$ cat config.mk
export PLATFORM = sky130hd
export DESIGN_NAME = scroll_wheel_decoder
export DESIGN_NICKNAME = d
export VERILOG_FILES = /design/src/rtl/scroll_wheel_pkg.sv /design/src/rtl/wheel_sign_decode.sv /design/src/rtl/wheel_lockout.sv /design/src/rtl/wheel_gauge.sv /design/src/rtl/scroll_wheel_decoder.sv
export SDC_FILE = /design/constraint.sdc
export NUM_CORES = 1
export LEC_CHECK = 0
export BUFFER_PORTS_ARGS = -buffer_cell sky130_fd_sc_hd__buf_2
export CORE_MARGIN = 5
export CORE_UTILIZATION = 50
export CTS_CLUSTER_DIAMETER = 60
export CTS_CLUSTER_SIZE = 30
export DETAILED_ROUTE_END_ITERATION = 8
export PLACE_DENSITY = 0.7
export SYNTH_ARGS = -nofsm -noshare
export SYNTH_HDL_FRONTEND = slang
export SYNTH_SLANG_ARGS = --single-unit
export TNS_END_PERCENT = 30
$ cat constraint.sdc
create_clock -name clk -period 4 [get_ports clk]
set_clock_uncertainty 0.2 [all_clocks]
set_input_delay 0.8 -clock clk [delete_from_list [all_inputs] [get_ports clk]]
set_output_delay 0.8 -clock clk [all_outputs]
set_load 0.1 [all_outputs]
$ cat src/rtl/scroll_wheel_pkg.sv
package scroll_wheel_pkg;

   // Direction code on the block's output; the bit positions are decoded downstream.
   typedef enum logic [1:0] {
      WHL_IDLE = 2'b00,
      WHL_DOWN = 2'b01,
      WHL_UP   = 2'b10
   } whl_dir_e;

endpackage

$ cat src/rtl/wheel_sign_decode.sv
module wheel_sign_decode #(
   parameter int DELTA_W = 4
) (
   input  logic               valid,
   input  logic [DELTA_W-1:0] delta,
   output logic               want_up,
   output logic               want_down
);

   localparam int SIGN_BIT = DELTA_W - 1;

   logic moved;

   always_comb begin
      moved     = |delta;
      want_up   = valid && moved && !delta[SIGN_BIT];
      want_down = valid && delta[SIGN_BIT];
   end

endmodule

$ cat src/rtl/wheel_lockout.sv
module wheel_lockout #(
   parameter int LOCKOUT_CYCLES = 500000
) (
   input  logic clk,
   input  logic rst,
   input  logic req,
   output logic grant
);

   localparam int CNT_W = (LOCKOUT_CYCLES > 0) ? $clog2(LOCKOUT_CYCLES + 1) : 1;

   generate
      if (LOCKOUT_CYCLES == 0) begin : g_pass
         logic unused_lk;
         assign unused_lk = &{1'b0, clk, rst};
         assign grant = req;
      end else begin : g_hold
         localparam logic [CNT_W-1:0] RELOAD = CNT_W'(LOCKOUT_CYCLES);
         logic [CNT_W-1:0] hold_cnt;

         assign grant = req && (hold_cnt == '0);

         always_ff @(posedge clk) begin
            if (rst) begin
               hold_cnt <= '0;
            end else if (grant) begin
               hold_cnt <= RELOAD;
            end else if (hold_cnt != '0) begin
               hold_cnt <= hold_cnt - CNT_W'(1);
            end
         end
      end
   endgenerate

endmodule

$ cat src/rtl/wheel_gauge.sv
module wheel_gauge
   import scroll_wheel_pkg::*;
#(
   parameter int GAUGE_W = 4
) (
   input  logic               clk,
   input  logic               rst,
   input  logic               step_up,
   input  logic               step_dn,
   output whl_dir_e           dir,
   output logic [GAUGE_W-1:0] level
);

   always_ff @(posedge clk) begin
      if (rst) begin
         level <= '0;
         dir   <= WHL_IDLE;
      end else if (step_up) begin
         level <= (level << 1) | GAUGE_W'(1);
         dir   <= WHL_UP;
      end else if (step_dn) begin
         level <= level >> 1;
         dir   <= WHL_DOWN;
      end else begin
         dir   <= WHL_IDLE;
      end
   end

endmodule

$ cat src/rtl/scroll_wheel_decoder.sv
module scroll_wheel_decoder
   import scroll_wheel_pkg::*;
#(
   parameter int DELTA_W        = 4,
   parameter int GAUGE_W        = 4,
   parameter int LOCKOUT_CYCLES = 500000
) (
   input  logic               clk,
   input  logic               rst,
   input  logic               new_event,
   input  logic [DELTA_W-1:0] zpos,
   output logic [1:0]         dir,
   output logic [GAUGE_W-1:0] gauge
);

   generate
      if (DELTA_W < 2) begin : g_bad_delta
         $error("scroll_wheel_decoder: DELTA_W must be at least 2");
      end
      if (GAUGE_W < 1) begin : g_bad_gauge
         $error("scroll_wheel_decoder: GAUGE_W must be at least 1");
      end
      if (LOCKOUT_CYCLES < 0) begin : g_bad_lock
         $error("scroll_wheel_decoder: LOCKOUT_CYCLES must not be negative");
      end
   endgenerate

   logic     want_up, want_down, grant;
   whl_dir_e dir_e;

   wheel_sign_decode #(.DELTA_W(DELTA_W)) u_sign (
      .valid     (new_event),
      .delta     (zpos),
      .want_up   (want_up),
      .want_down (want_down)
   );

   wheel_lockout #(.LOCKOUT_CYCLES(LOCKOUT_CYCLES)) u_lock (
      .clk   (clk),
      .rst   (rst),
      .req   (want_up | want_down),
      .grant (grant)
   );

   wheel_gauge #(.GAUGE_W(GAUGE_W)) u_gauge (
      .clk     (clk),
      .rst     (rst),
      .step_up (want_up & grant),
      .step_dn (want_down & grant),
      .dir     (dir_e),
      .level   (gauge)
   );

   assign dir = dir_e;

endmodule

==> qor.txt <==
IO Pins: 13
Yosys reg bits: 25
Die ar.: 3509 µm²
area of the multi-input gates: 671.9 µm²
fin crit share: 71.56%
register area share after synthesis: 41.28%
multiplexer share of the synthesized area: 3.509%
P_sw: 0.5035 mW
power density cells: 852.4 nW/µm²
Layout fillers: 221
Clock power frac: 10.1%
Worst Path Arrival: 2.88 ns
Longest Clk Path Bufs: 2
routed wire length: 2.452 mm
slowest cell on the critical path: or4_4
leak pwr: 0.4988 nW
first-pass GRT wire length: 4.367 mm
# resized after CTS: 0
H-tree depth: 1
routed vias: 1041
pre-CTS setup slack: 1.159 ns
Die Ht: 59.24 µm
Setup WS post-layout: 1.138 ns
drt first-iter violations: 27
Worst-Margin Slew: 0.7512 ns
initial antenna violation count: 0
Final Max Tran Viols: 0
Crit path largest cell delay: 0.69 ns
Rel. slew slack: 49.22%
Synth Net Count: 145
Internal: 0.6057 mW
XOR/XNOR Fraction of Synth Area: 5.779%
total power: 1.109 mW
post-synthesis async set-or-reset flop share: 0%
GRT overflow: 0
Cell Chain, Critical Path: or4_1 -> or4_4 -> nor3_4 -> or2_1 -> nor2_1
Die Wd: 59.24 µm
Worst EP required: 4.02 ns
number of max-cap violations: 0
Ys Warns: 0
clock sinks: 25
share of cells above drive strength 1: 15.07%
# rows: 17
Synth Area in Adders: 2.064%
HP Class: register to register
final setup TNS: 0 ns
DPL Wire Length: 1.823 mm
WP buf/inv: 0
CTS buffer count: 3
Final Setup Violations: 0
Top FF cell, synth: dfxtp_1
drt first pass iters: 4
crit path time final: 2.862 ns
largest net degree at the start of global routing: 19
area grow syn2layout: 7.327%
placer congestion estimate: 0.8765
Total Routing Usage GR: 16.08%
Synth top area share: 41.28%
element type at the critical path start: register
largest family of logic cells by synthesized area: simple AND/OR/NAND/NOR gates
Hold Buf Count CTS: 0
routed length per instance: 14.09 µm
RSZ-0062 raised after global routing: no
unique cell type count in the Yosys netlist: 39
# nets final: 156
Root Buffer: clkbuf_4
DR DRC count: 0
Antenna Nets Post-Route: 0
Cells after Synth: 136
Synth top cells by count: dfxtp_1, nor2_1, nand2_1, a211oi_1, a21oi_1
kind of cell adding the most delay to the critical path: simple AND/OR/NAND/NOR gates
Final Hold Vio Count: 0
CTS clk-pin slew, worst paths: 0.13 ns
Worst-Skew Late Latency: 0.32 ns
CTS tree: done
vias in the first global route: 945
maximum clock rate: 349.3 MHz
PortBufs: 12
CP max FO: 13
core area: 2255 µm²
area leader, netlist: dfxtp_1
Comb power frac: 53.9%
Synth Cell Area: 1212 µm²
outcome: finished clean
Synth area leaders: dfxtp_1, a211oi_1, nor2_1, xnor2_1, nand2_1
Via density: 5.983
Initial Util: 53.77%
count leader, synth: dfxtp_1
Switching Share: 45.40%
EDFF count, synth: 0
area occupied by registers: 500.5 µm²
Synth Area in Compound Gates: 13.52%
Post-Synth Simple-Gate Area: 30.55%
Worst setup EP type: register
Inserted Diodes: 0
Worst VDD drop: 0.5190 mV
Flop pwr share: 36.0%
Setup CP Type: register to register
Syn Area/Cell: 8.915 µm²
postcts setup bufs: 0
## sequential cells by signal (all words and copies together), names as in the netlist
name	flops
u_gauge.level	4
u_gauge.dir	2
u_lock.g_hold.hold_cnt	19
## worst paths after layout
path | start | to | slack (ns) | cells after the start
max | u_lock.g_hold.hold_cnt[12]$_SDFFE_PP0N_ | u_lock.g_hold.hold_cnt[12]$_SDFFE_PP0N_ | 1.14 | 5
min reg2reg | u_gauge.level[3]$_SDFFE_PP0P_ | u_gauge.level[3]$_SDFFE_PP0P_ | 0.30 | 2
max reg2reg | u_lock.g_hold.hold_cnt[12]$_SDFFE_PP0N_ | u_lock.g_hold.hold_cnt[12]$_SDFFE_PP0N_ | 1.14 | 5
min | u_gauge.level[3]$_SDFFE_PP0P_ | u_gauge.level[3]$_SDFFE_PP0P_ | 0.30 | 2
## power groups by stage
| stage | clock network [mW] | registers (mW) | logic [mW] |
|---|---|---|---|
| 2_1_floorplan | 0 | 0.407 | 0.476 |
| 3_5_place_dp | 0 | 0.402 | 0.594 |
| 3_3_place_gp | 0 | 0.398 | 0.579 |
| 6_report | 0.112 | 0.399 | 0.597 |
| 5_1_grt | 0.130 | 0.410 | 0.673 |
| 4_1_cts | 0.114 | 0.397 | 0.598 |
## worst register-to-register path, delay by kind of cell (launching register included)
kind	cells	cell delay (ns)
DFF	1	0.36
and+or+nand+nor	5	2.21
## per-layer routing
layer  track usage, %  share of wire [%]  vias to the layer above
met2            25.43                 48                       28
met1            21.46                 46                      490
met5                0                  0                        -
met4            6.149                1.5                        0
li1                 -                  -                      518
met3            3.050                5.2                        5
## per-stage QoR
stage / util [%] / area (µm²) / instances / hold WS, ns
CTS: 57.71 / 1301 / 174 / 0.3041
finish: 57.71 / 1301 / 174 / 0.2988
global route: 57.71 / 1301 / 174 / 0.3327
detailed placement: 56.55 / 1275 / 170 / 0.2780
global placement: 56.55 / 1275 / 170 / 0.2831
floorplan: - / 1212 / 136 / 0.2473
## kinds of logic after synthesis
logic type,count (synthesis)
simple gates,64
compound gates,25
flops,25
xor+xnor,8
buf+inv,8
mux,4
fa+ha+maj,2
## final cells by class
| class | count | share of cell area (%) |
|---|---|---|
| well taps | 28 | 2.692 |
| multi-input cells | 103 | 51.63 |
| repair buffers | 12 | 4.615 |
| clock buffers | 4 | 2.019 |
| flip-flops and latches | 25 | 38.46 |
| inverters | 2 | 0.5769 |
## cell usage in the layout, fill, tap and decap left out, types with 2 or more instances in the layout
cell	n
nand3_1	2
nor4b_1	4
buf_2	12
mux2i_1	2
a311oi_1	3
a211oi_1	9
nand2b_1	2
or3_1	3
mux2_2	2
clkbuf_4	3
or4_4	2
nand2_1	11
a21oi_1	7
o21ai_0	3
xnor2_1	5
nor2_1	17
ha_1	2
nor3_1	5
nor4_1	4
dfxtp_1	25
nor3b_1	2
xor2_1	3
inv_1	2
(Power assumes the default switching activity.)
